==> src/rtl/pic_pkg.sv <==
package pic_pkg;

    typedef enum logic [1:0] {
        ST_IDLE       = 2'd0,
        ST_ACK_WAIT   = 2'd1,
        ST_POLL_ARMED = 2'd2
    } ack_state_e;

    localparam logic [7:0] CMD_POLL    = 8'h0C;
    localparam logic [7:0] CMD_EOI     = 8'h20;
    localparam logic [7:0] CMD_SEL_REQ = 8'h0A;
    localparam logic [7:0] CMD_SEL_ISR = 8'h0B;

    localparam logic [1:0] RA_CMD  = 2'd0;
    localparam logic [1:0] RA_MASK = 2'd1;
    localparam logic [1:0] RA_BASE = 2'd2;

endpackage

==> src/rtl/pic_edge_latch.sv <==
module pic_edge_latch #(
    parameter int unsigned N = 8
) (
    input  logic         clk,
    input  logic         rst_n,
    input  logic [N-1:0] lines,
    input  logic [N-1:0] mask,
    input  logic [N-1:0] clr,
    output logic [N-1:0] req
);

    logic [N-1:0] prev_q;
    logic [N-1:0] req_q;
    logic [N-1:0] rise;

    assign rise = lines & ~prev_q & ~mask;

    always_ff @(posedge clk) begin
        if (!rst_n) begin
            prev_q <= '0;
            req_q  <= '0;
        end else begin
            prev_q <= lines;
            req_q  <= (req_q & ~clr) | rise;
        end
    end

    assign req = req_q;

    for (genvar g = 0; g < N; g++) begin : g_bit
        assert_edge_sets_R1: assert property (@(posedge clk) disable iff (!rst_n)
            (lines[g] && !prev_q[g] && !mask[g]) |=> req_q[g]);
    end

endmodule

==> src/rtl/pic_resolver.sv <==
module pic_resolver #(
    parameter int unsigned N  = 8,
    parameter int unsigned LW = 3
) (
    input  logic [N-1:0]  req,
    input  logic [N-1:0]  mask,
    input  logic [N-1:0]  isr,
    output logic          win_valid,
    output logic [LW-1:0] win_lvl,
    output logic          any_pending,
    output logic [N-1:0]  eoi_clr
);

    logic [N-1:0] pend;

    assign pend        = req & ~mask;
    assign any_pending = |pend;
    assign eoi_clr     = isr & (~isr + N'(1));

    always_comb begin
        logic blocked;
        blocked   = 1'b0;
        win_valid = 1'b0;
        win_lvl   = '0;
        for (int i = 0; i < N; i++) begin
            if (!win_valid && !blocked) begin
                if (isr[i]) begin
                    blocked = 1'b1;
                end else if (pend[i]) begin
                    win_valid = 1'b1;
                    win_lvl   = LW'(i);
                end
            end
        end
    end

endmodule

==> src/rtl/pic_ack_fsm.sv <==
module pic_ack_fsm
    import pic_pkg::*;
#(
    parameter int unsigned N  = 8,
    parameter int unsigned LW = 3,
    parameter int unsigned VW = 8
) (
    input  logic             clk,
    input  logic             rst_n,
    input  logic             ack,
    input  logic             poll_cmd,
    input  logic             poll_rd,
    input  logic             eoi,
    input  logic             win_valid,
    input  logic [LW-1:0]    win_lvl,
    input  logic [N-1:0]     eoi_clr,
    input  logic [VW-LW-1:0] base_hi,
    output logic [N-1:0]     isr,
    output logic [N-1:0]     grant_clr,
    output logic             poll_armed,
    output logic [VW-1:0]    poll_byte,
    output logic [VW-1:0]    vec_out,
    output logic             vec_valid
);

    ack_state_e    state_q, state_d;
    logic [N-1:0]  isr_q;
    logic [LW-1:0] held_q;
    logic [VW-1:0] vec_q;
    logic          vec_v_q;
    logic          take_ack, take_poll, grant_ok, second_pulse;

    assign take_ack     = ack && (state_q != ST_ACK_WAIT);
    assign take_poll    = (state_q == ST_POLL_ARMED) && poll_rd && !ack;
    assign grant_ok     = (take_ack || take_poll) && win_valid;
    assign second_pulse = ack && (state_q == ST_ACK_WAIT);

    always_comb begin
        state_d = state_q;
        unique case (state_q)
            ST_IDLE: begin
                if (ack)           state_d = ST_ACK_WAIT;
                else if (poll_cmd) state_d = ST_POLL_ARMED;
            end
            ST_ACK_WAIT: begin
                if (ack)           state_d = ST_IDLE;
            end
            ST_POLL_ARMED: begin
                if (ack)           state_d = ST_ACK_WAIT;
                else if (poll_rd)  state_d = ST_IDLE;
            end
            default:               state_d = ST_IDLE;
        endcase
    end

    always_ff @(posedge clk) begin
        if (!rst_n) state_q <= ST_IDLE;
        else        state_q <= state_d;
    end

    always_ff @(posedge clk) begin
        if (!rst_n) begin
            isr_q   <= '0;
            held_q  <= '0;
            vec_q   <= '0;
            vec_v_q <= 1'b0;
        end else begin
            isr_q   <= (isr_q & ~(eoi ? eoi_clr : '0)) | grant_clr;
            vec_v_q <= second_pulse;
            if (take_ack)
                held_q <= win_valid ? win_lvl : LW'(N - 1);
            if (second_pulse)
                vec_q <= {base_hi, held_q};
        end
    end

    assign grant_clr  = grant_ok ? (N'(1) << win_lvl) : '0;
    assign isr        = isr_q;
    assign poll_armed = (state_q == ST_POLL_ARMED);
    assign poll_byte  = win_valid ? {1'b1, {(VW-1-LW){1'b0}}, win_lvl} : '0;
    assign vec_out    = vec_q;
    assign vec_valid  = vec_v_q;

    assert_vec_single_R4: assert property (@(posedge clk) disable iff (!rst_n)
        vec_v_q |=> !vec_v_q);
    assert_grant_adds_isr_R3: assert property (@(posedge clk) disable iff (!rst_n)
        (grant_ok && !eoi) |=> ($countones(isr_q) == $past($countones(isr_q)) + 1));
    assert_spurious_keeps_isr_R5: assert property (@(posedge clk) disable iff (!rst_n)
        (take_ack && !win_valid && !eoi) |=> $stable(isr_q));
    assert_eoi_drops_one_R8: assert property (@(posedge clk) disable iff (!rst_n)
        (eoi && !grant_ok && (isr_q != '0)) |=> ($countones(isr_q) == $past($countones(isr_q)) - 1));
    assert_poll_disarm_R6: assert property (@(posedge clk) disable iff (!rst_n)
        take_poll |=> (state_q == ST_IDLE));

endmodule

==> src/rtl/prio_irq_ctrl.sv <==
module prio_irq_ctrl
    import pic_pkg::*;
#(
    parameter int unsigned N_LINES = 8,
    parameter int unsigned VEC_W   = 8
) (
    input  logic               clk,
    input  logic               rst_n,
    input  logic [N_LINES-1:0] irq_lines,
    input  logic               ack_pulse,
    input  logic               reg_wr,
    input  logic               reg_rd,
    input  logic [1:0]         reg_addr,
    input  logic [7:0]         reg_wdata,
    output logic [7:0]         reg_rdata,
    output logic               irq_out,
    output logic [VEC_W-1:0]   vec_out,
    output logic               vec_valid
);

    localparam int unsigned LVL_W  = $clog2(N_LINES);
    localparam int unsigned BASE_W = VEC_W - LVL_W;

    logic [N_LINES-1:0] mask_q, req, isr, grant_clr, eoi_clr;
    logic [BASE_W-1:0]  base_q;
    logic               sel_isr_q;
    logic [7:0]         rdata_q;
    logic               win_valid, any_pending, poll_armed;
    logic [LVL_W-1:0]   win_lvl;
    logic [VEC_W-1:0]   poll_byte;
    logic               cmd_wr, poll_cmd, eoi, poll_rd;

    assign cmd_wr   = reg_wr && (reg_addr == RA_CMD);
    assign poll_cmd = cmd_wr && (reg_wdata == CMD_POLL);
    assign eoi      = cmd_wr && (reg_wdata == CMD_EOI);
    assign poll_rd  = reg_rd && (reg_addr == RA_CMD);

    pic_edge_latch #(.N(N_LINES)) u_latch (
        .clk   (clk),
        .rst_n (rst_n),
        .lines (irq_lines),
        .mask  (mask_q),
        .clr   (grant_clr),
        .req   (req)
    );

    pic_resolver #(.N(N_LINES), .LW(LVL_W)) u_resolve (
        .req         (req),
        .mask        (mask_q),
        .isr         (isr),
        .win_valid   (win_valid),
        .win_lvl     (win_lvl),
        .any_pending (any_pending),
        .eoi_clr     (eoi_clr)
    );

    pic_ack_fsm #(.N(N_LINES), .LW(LVL_W), .VW(VEC_W)) u_fsm (
        .clk        (clk),
        .rst_n      (rst_n),
        .ack        (ack_pulse),
        .poll_cmd   (poll_cmd),
        .poll_rd    (poll_rd),
        .eoi        (eoi),
        .win_valid  (win_valid),
        .win_lvl    (win_lvl),
        .eoi_clr    (eoi_clr),
        .base_hi    (base_q),
        .isr        (isr),
        .grant_clr  (grant_clr),
        .poll_armed (poll_armed),
        .poll_byte  (poll_byte),
        .vec_out    (vec_out),
        .vec_valid  (vec_valid)
    );

    always_ff @(posedge clk) begin
        if (!rst_n) begin
            mask_q    <= '0;
            base_q    <= '0;
            sel_isr_q <= 1'b0;
        end else if (reg_wr) begin
            if (reg_addr == RA_MASK) mask_q <= reg_wdata[N_LINES-1:0];
            if (reg_addr == RA_BASE) base_q <= reg_wdata[7 -: BASE_W];
            if (cmd_wr && reg_wdata == CMD_SEL_ISR) sel_isr_q <= 1'b1;
            if (cmd_wr && reg_wdata == CMD_SEL_REQ) sel_isr_q <= 1'b0;
        end
    end

    always_ff @(posedge clk) begin
        if (!rst_n) begin
            rdata_q <= '0;
        end else if (reg_rd) begin
            case (reg_addr)
                RA_CMD: begin
                    if (poll_armed && !ack_pulse) rdata_q <= 8'(poll_byte);
                    else if (sel_isr_q)           rdata_q <= 8'(isr);
                    else                          rdata_q <= 8'(req);
                end
                RA_MASK: rdata_q <= 8'(mask_q);
                RA_BASE: rdata_q <= 8'({base_q, {LVL_W{1'b0}}});
                default: rdata_q <= '0;
            endcase
        end
    end

    assign reg_rdata = rdata_q;
    assign irq_out   = any_pending;

endmodule

==> config.mk <==
export PLATFORM = sky130hd
export DESIGN_NAME = prio_irq_ctrl
export DESIGN_NICKNAME = d
export VERILOG_FILES = /design/src/rtl/pic_pkg.sv /design/src/rtl/pic_edge_latch.sv /design/src/rtl/pic_resolver.sv /design/src/rtl/pic_ack_fsm.sv /design/src/rtl/prio_irq_ctrl.sv
export SDC_FILE = /design/constraint.sdc
export NUM_CORES = 1
export LEC_CHECK = 0
export BUFFER_PORTS_ARGS = -buffer_cell sky130_fd_sc_hd__buf_2
export CORE_ASPECT_RATIO = 0.75
export CORE_MARGIN = 5
export CORE_UTILIZATION = 35
export CTS_BUF_LIST = sky130_fd_sc_hd__clkbuf_4 sky130_fd_sc_hd__clkbuf_8 sky130_fd_sc_hd__clkbuf_16
export CTS_CLUSTER_DIAMETER = 200
export DETAILED_ROUTE_END_ITERATION = 16
export SLEW_MARGIN = 20
export SYNTH_ARGS = -nofsm -noshare
export SYNTH_HDL_FRONTEND = slang
export SYNTH_SLANG_ARGS = --single-unit
export TNS_END_PERCENT = 30
==> constraint.sdc <==
create_clock -name clk -period 1.7 [get_ports clk]
set_input_delay 0.085 -clock clk [delete_from_list [all_inputs] [get_ports clk]]
set_output_delay 0.085 -clock clk [all_outputs]
set_load 0.05 [all_outputs]
==> impl_results.md <==
* Initial antenna violation count at 0
* Commonest non-fill, non-tap cell in the layout: buf_4
* Sink Count at 60
* Most used DFF post-synth: dfxtp_1
* Vias in the first global route at 2976
* Fmax at 0.536 GHz
* Max Slew Vio Count at 0
* Worst IR Drop VDD at 566 uV
* Routed WL at 9840 um
* Commonest non-fill, non-tap cells in the layout: buf_4, dfxtp_1, buf_2
* Synth warn at 0
* Total grt overflow at 0
* Seq/Total Area, Yosys at 41.1%
* Switch Pwr at 1.37 mW
* Max Cap Viol at 0
* # fillers at 752
* Syn nets at 360
* Final Hold Viols at 0
* EDFF count, synth at 0
* Synth top area share at 41.1%
* DP HPWL at 7220 um
* Die Wd at 116 um
* Via count at 2992
* Async set-reset flop share out of synthesis at 0%
* Worst-Margin Slew at 554 ps
* Ranking of synthesized cells by area: dfxtp_1, nand2_1, a21oi_1
* Failing checks: negative setup slack
* Crit path kind: register to register
* Root Buffer: clkbuf_8
* Pwr Density at 997 nW/um2
* I/O Buffers at 40
* Worst hold path class: input port to register
* Core Region at 8020 um2
* #FFs+latches synth at 60
* Cell Area, Synth at 2920 um2
* RSZ-0062 raised after global routing: true
* Max-Slew Margin vs Limit at 63.1%
* Final total negative setup slack at -1390 ps
* CP endpoint kind: register
* Fin crit share at 110%
* Max FO, Critical Path at 6
* Initial Util at 36.4%
* Syn Inst Count at 337
* Cts bufs inserted at 9
* Largest area contributor in the netlist: dfxtp_1
* Final setup violation count at 20
* Critical Path RT at 1930 ps
* Comb power frac at 33.0%
* Status: complete, but fails checks
* Sequential power share at 36.5%
* Crit path time final at 1860 ps
* Worst setup SP type: register
* Sw frac at 31.9%
* Leak Pwr at 1.82 nW
* DRC at 0
* CTS tree: yes
* Final setup margin at -165 ps
* Clock power frac at 30.5%
* # H-tree levels at 3
* Vias per Instance at 5.27
* Clock Tree Buf Depth at 2
* Share of layout cells above drive strength 1 at 43.2%
* I/O pins at 41
* First-pass iteration count of the detailed router at 5
* Largest net degree at the start of global routing at 33
* Wire per inst at 17.3 um
* DR iter-0 viols at 297
* GP Congestion at 1.01
* Final nets at 482
* GR Util All Layers at 19.8%
* Avg Inst Size Synth at 8.67 um2
* Area grow syn2layout at 47.1%
* Power Internal at 2.92 mW
* Detail Route Antenna Nets at 0
* Core Rows at 28
* Worst EP arrival at 2090 ps
* Design area at 4300 um2
* DIE AREA at 10300 um2
* Post-place instance area at 3700 um2
* Worst-skew pair later-pin latency at 350 ps
* Number of library cell types mapped by synthesis at 61
* Fin Clk Skew at 11.2 ps
* Vert. Die Dim at 89.1 um
* First-pass GRT wire length at 15600 um
* Clk slew on worst S/H paths at 70 ps
* ANT cells at 0
[cell type report]
| class | instances | area, um2 | share of cell area, % |
|---|---|---|---|
| multi-input combinational | 256 | 1820 | 42.4 |
| sequential | 60 | 1230 | 28.5 |
| timing repair buffer | 127 | 905 | 21.0 |
| clock buffer | 13 | 160 | 3.73 |
| tap | 105 | 131 | 3.06 |
| clock inverter | 2 | 35.0 | 0.815 |
| inverter | 5 | 18.8 | 0.437 |
[what timing repair did]
| action | 4_1_cts | 5_1_grt |
|---|---|---|
| hold endpoints to repair | 11 | 0 |
| setup buffers | 7 | 3 |
| resized for setup | 44 | 24 |
| hold buffers | 9 | 0 |
| endpoints found under the setup margin | 21 | 23 |
| pin swaps | 10 | 8 |
[synthesized netlist by cell type (2+ instances only)]
library cell and n:
a211oi_1 5, a21boi_1 2, a21o_1 2, a21oi_1 27, a222oi_1 4, a2bb2oi_1 2, a31oi_1 3, a32oi_1 2
and2_1 12, buf_6 2, clkbuf_1 14, dfxtp_1 60, inv_1 4, mux2_2 4, mux2i_1 13, nand2_1 37
nand2b_1 4, nand3_1 16, nand3b_1 4, nor2_1 36, nor2b_1 6, nor3_1 3, nor3b_1 8, o211ai_1 6
o21a_1 5, o21ai_0 13, o21ai_1 4, o22ai_1 3, o31ai_1 2, or3b_2 3
[layer usage]
| layer | global-route usage (%) | up-vias | wire length [um] |
|---|---|---|---|
| met5 | 0 | - | 0 |
| met4 | 5.76 | 0 | 168 |
| met3 | 5.82 | 18 | 703 |
| met2 | 28.3 | 122 | 4130 |
| met1 | 28.8 | 1377 | 4830 |
| li1 | - | 1475 | - |
[power groups by stage]
stage / clock [mW] / sequential [mW] / combinational [mW]
global placement: 0 / 1.58 / 1.14
CTS: 1.34 / 1.56 / 1.29
global route: 1.40 / 1.58 / 1.50
floorplan: 0 / 1.62 / 0.615
finish: 1.31 / 1.57 / 1.41
detailed placement: 0 / 1.58 / 1.14
[worst paths after layout]
kind	from	to	slack, ps	cells past startpoint
max	u_fsm.isr[1]	u_latch.req[2]	-160	7
max reg2reg	u_fsm.isr[1]	u_latch.req[2]	-160	7
min reg2reg	u_fsm.held_q[2]	u_fsm.held_q[2]	470	2
min	reg_wdata[7]	mask_q[7]	20	3
[critical path, cell delays in order, from the launching register on]
cell and delay, ps:
dfxtp_4 370, buf_6 120, nor3_4 210, o31ai_4 120
or3_4 380, a41o_4 270, o31ai_4 170, a21oi_1 90
[cell families (layout without fill, tap and decap cells)]
| group | after synthesis | in the layout | synth area share (%) |
|---|---|---|---|
| AND/OR/NAND/NOR | 146 | 146 | 27.6 |
| AO/OA/AOI/OAI | 93 | 93 | 22.1 |
| flip-flops | 60 | 60 | 41.1 |
| buffers and inverters | 21 | 147 | 3.21 |
| multiplexers | 17 | 17 | 5.99 |
[metrics by stage]
stage,hold WS (ps),std cells,setup WS [ps],utilization [%],total power [mW]
after global placement,298,534,-233,46.1,2.72
after detailed placement,302,534,-211,46.1,2.72
after CTS,0.00849,565,-118,52.2,4.19
final,18.6,568,-165,53.6,4.29
after global routing,15.8,568,-227,53.6,4.48
after floorplan,164,337,1.83,-,2.23
[state kept, by name (all words and copies together), names as in the netlist, 3 cells and up]
name / count
base_q: 5
u_fsm.isr: 8
mask_q: 8
reg_rdata: 8
u_latch.req: 8
u_latch.prev_q: 8
u_fsm.held_q: 3
u_fsm.vec_out: 8
(Power assumes the default switching activity.)
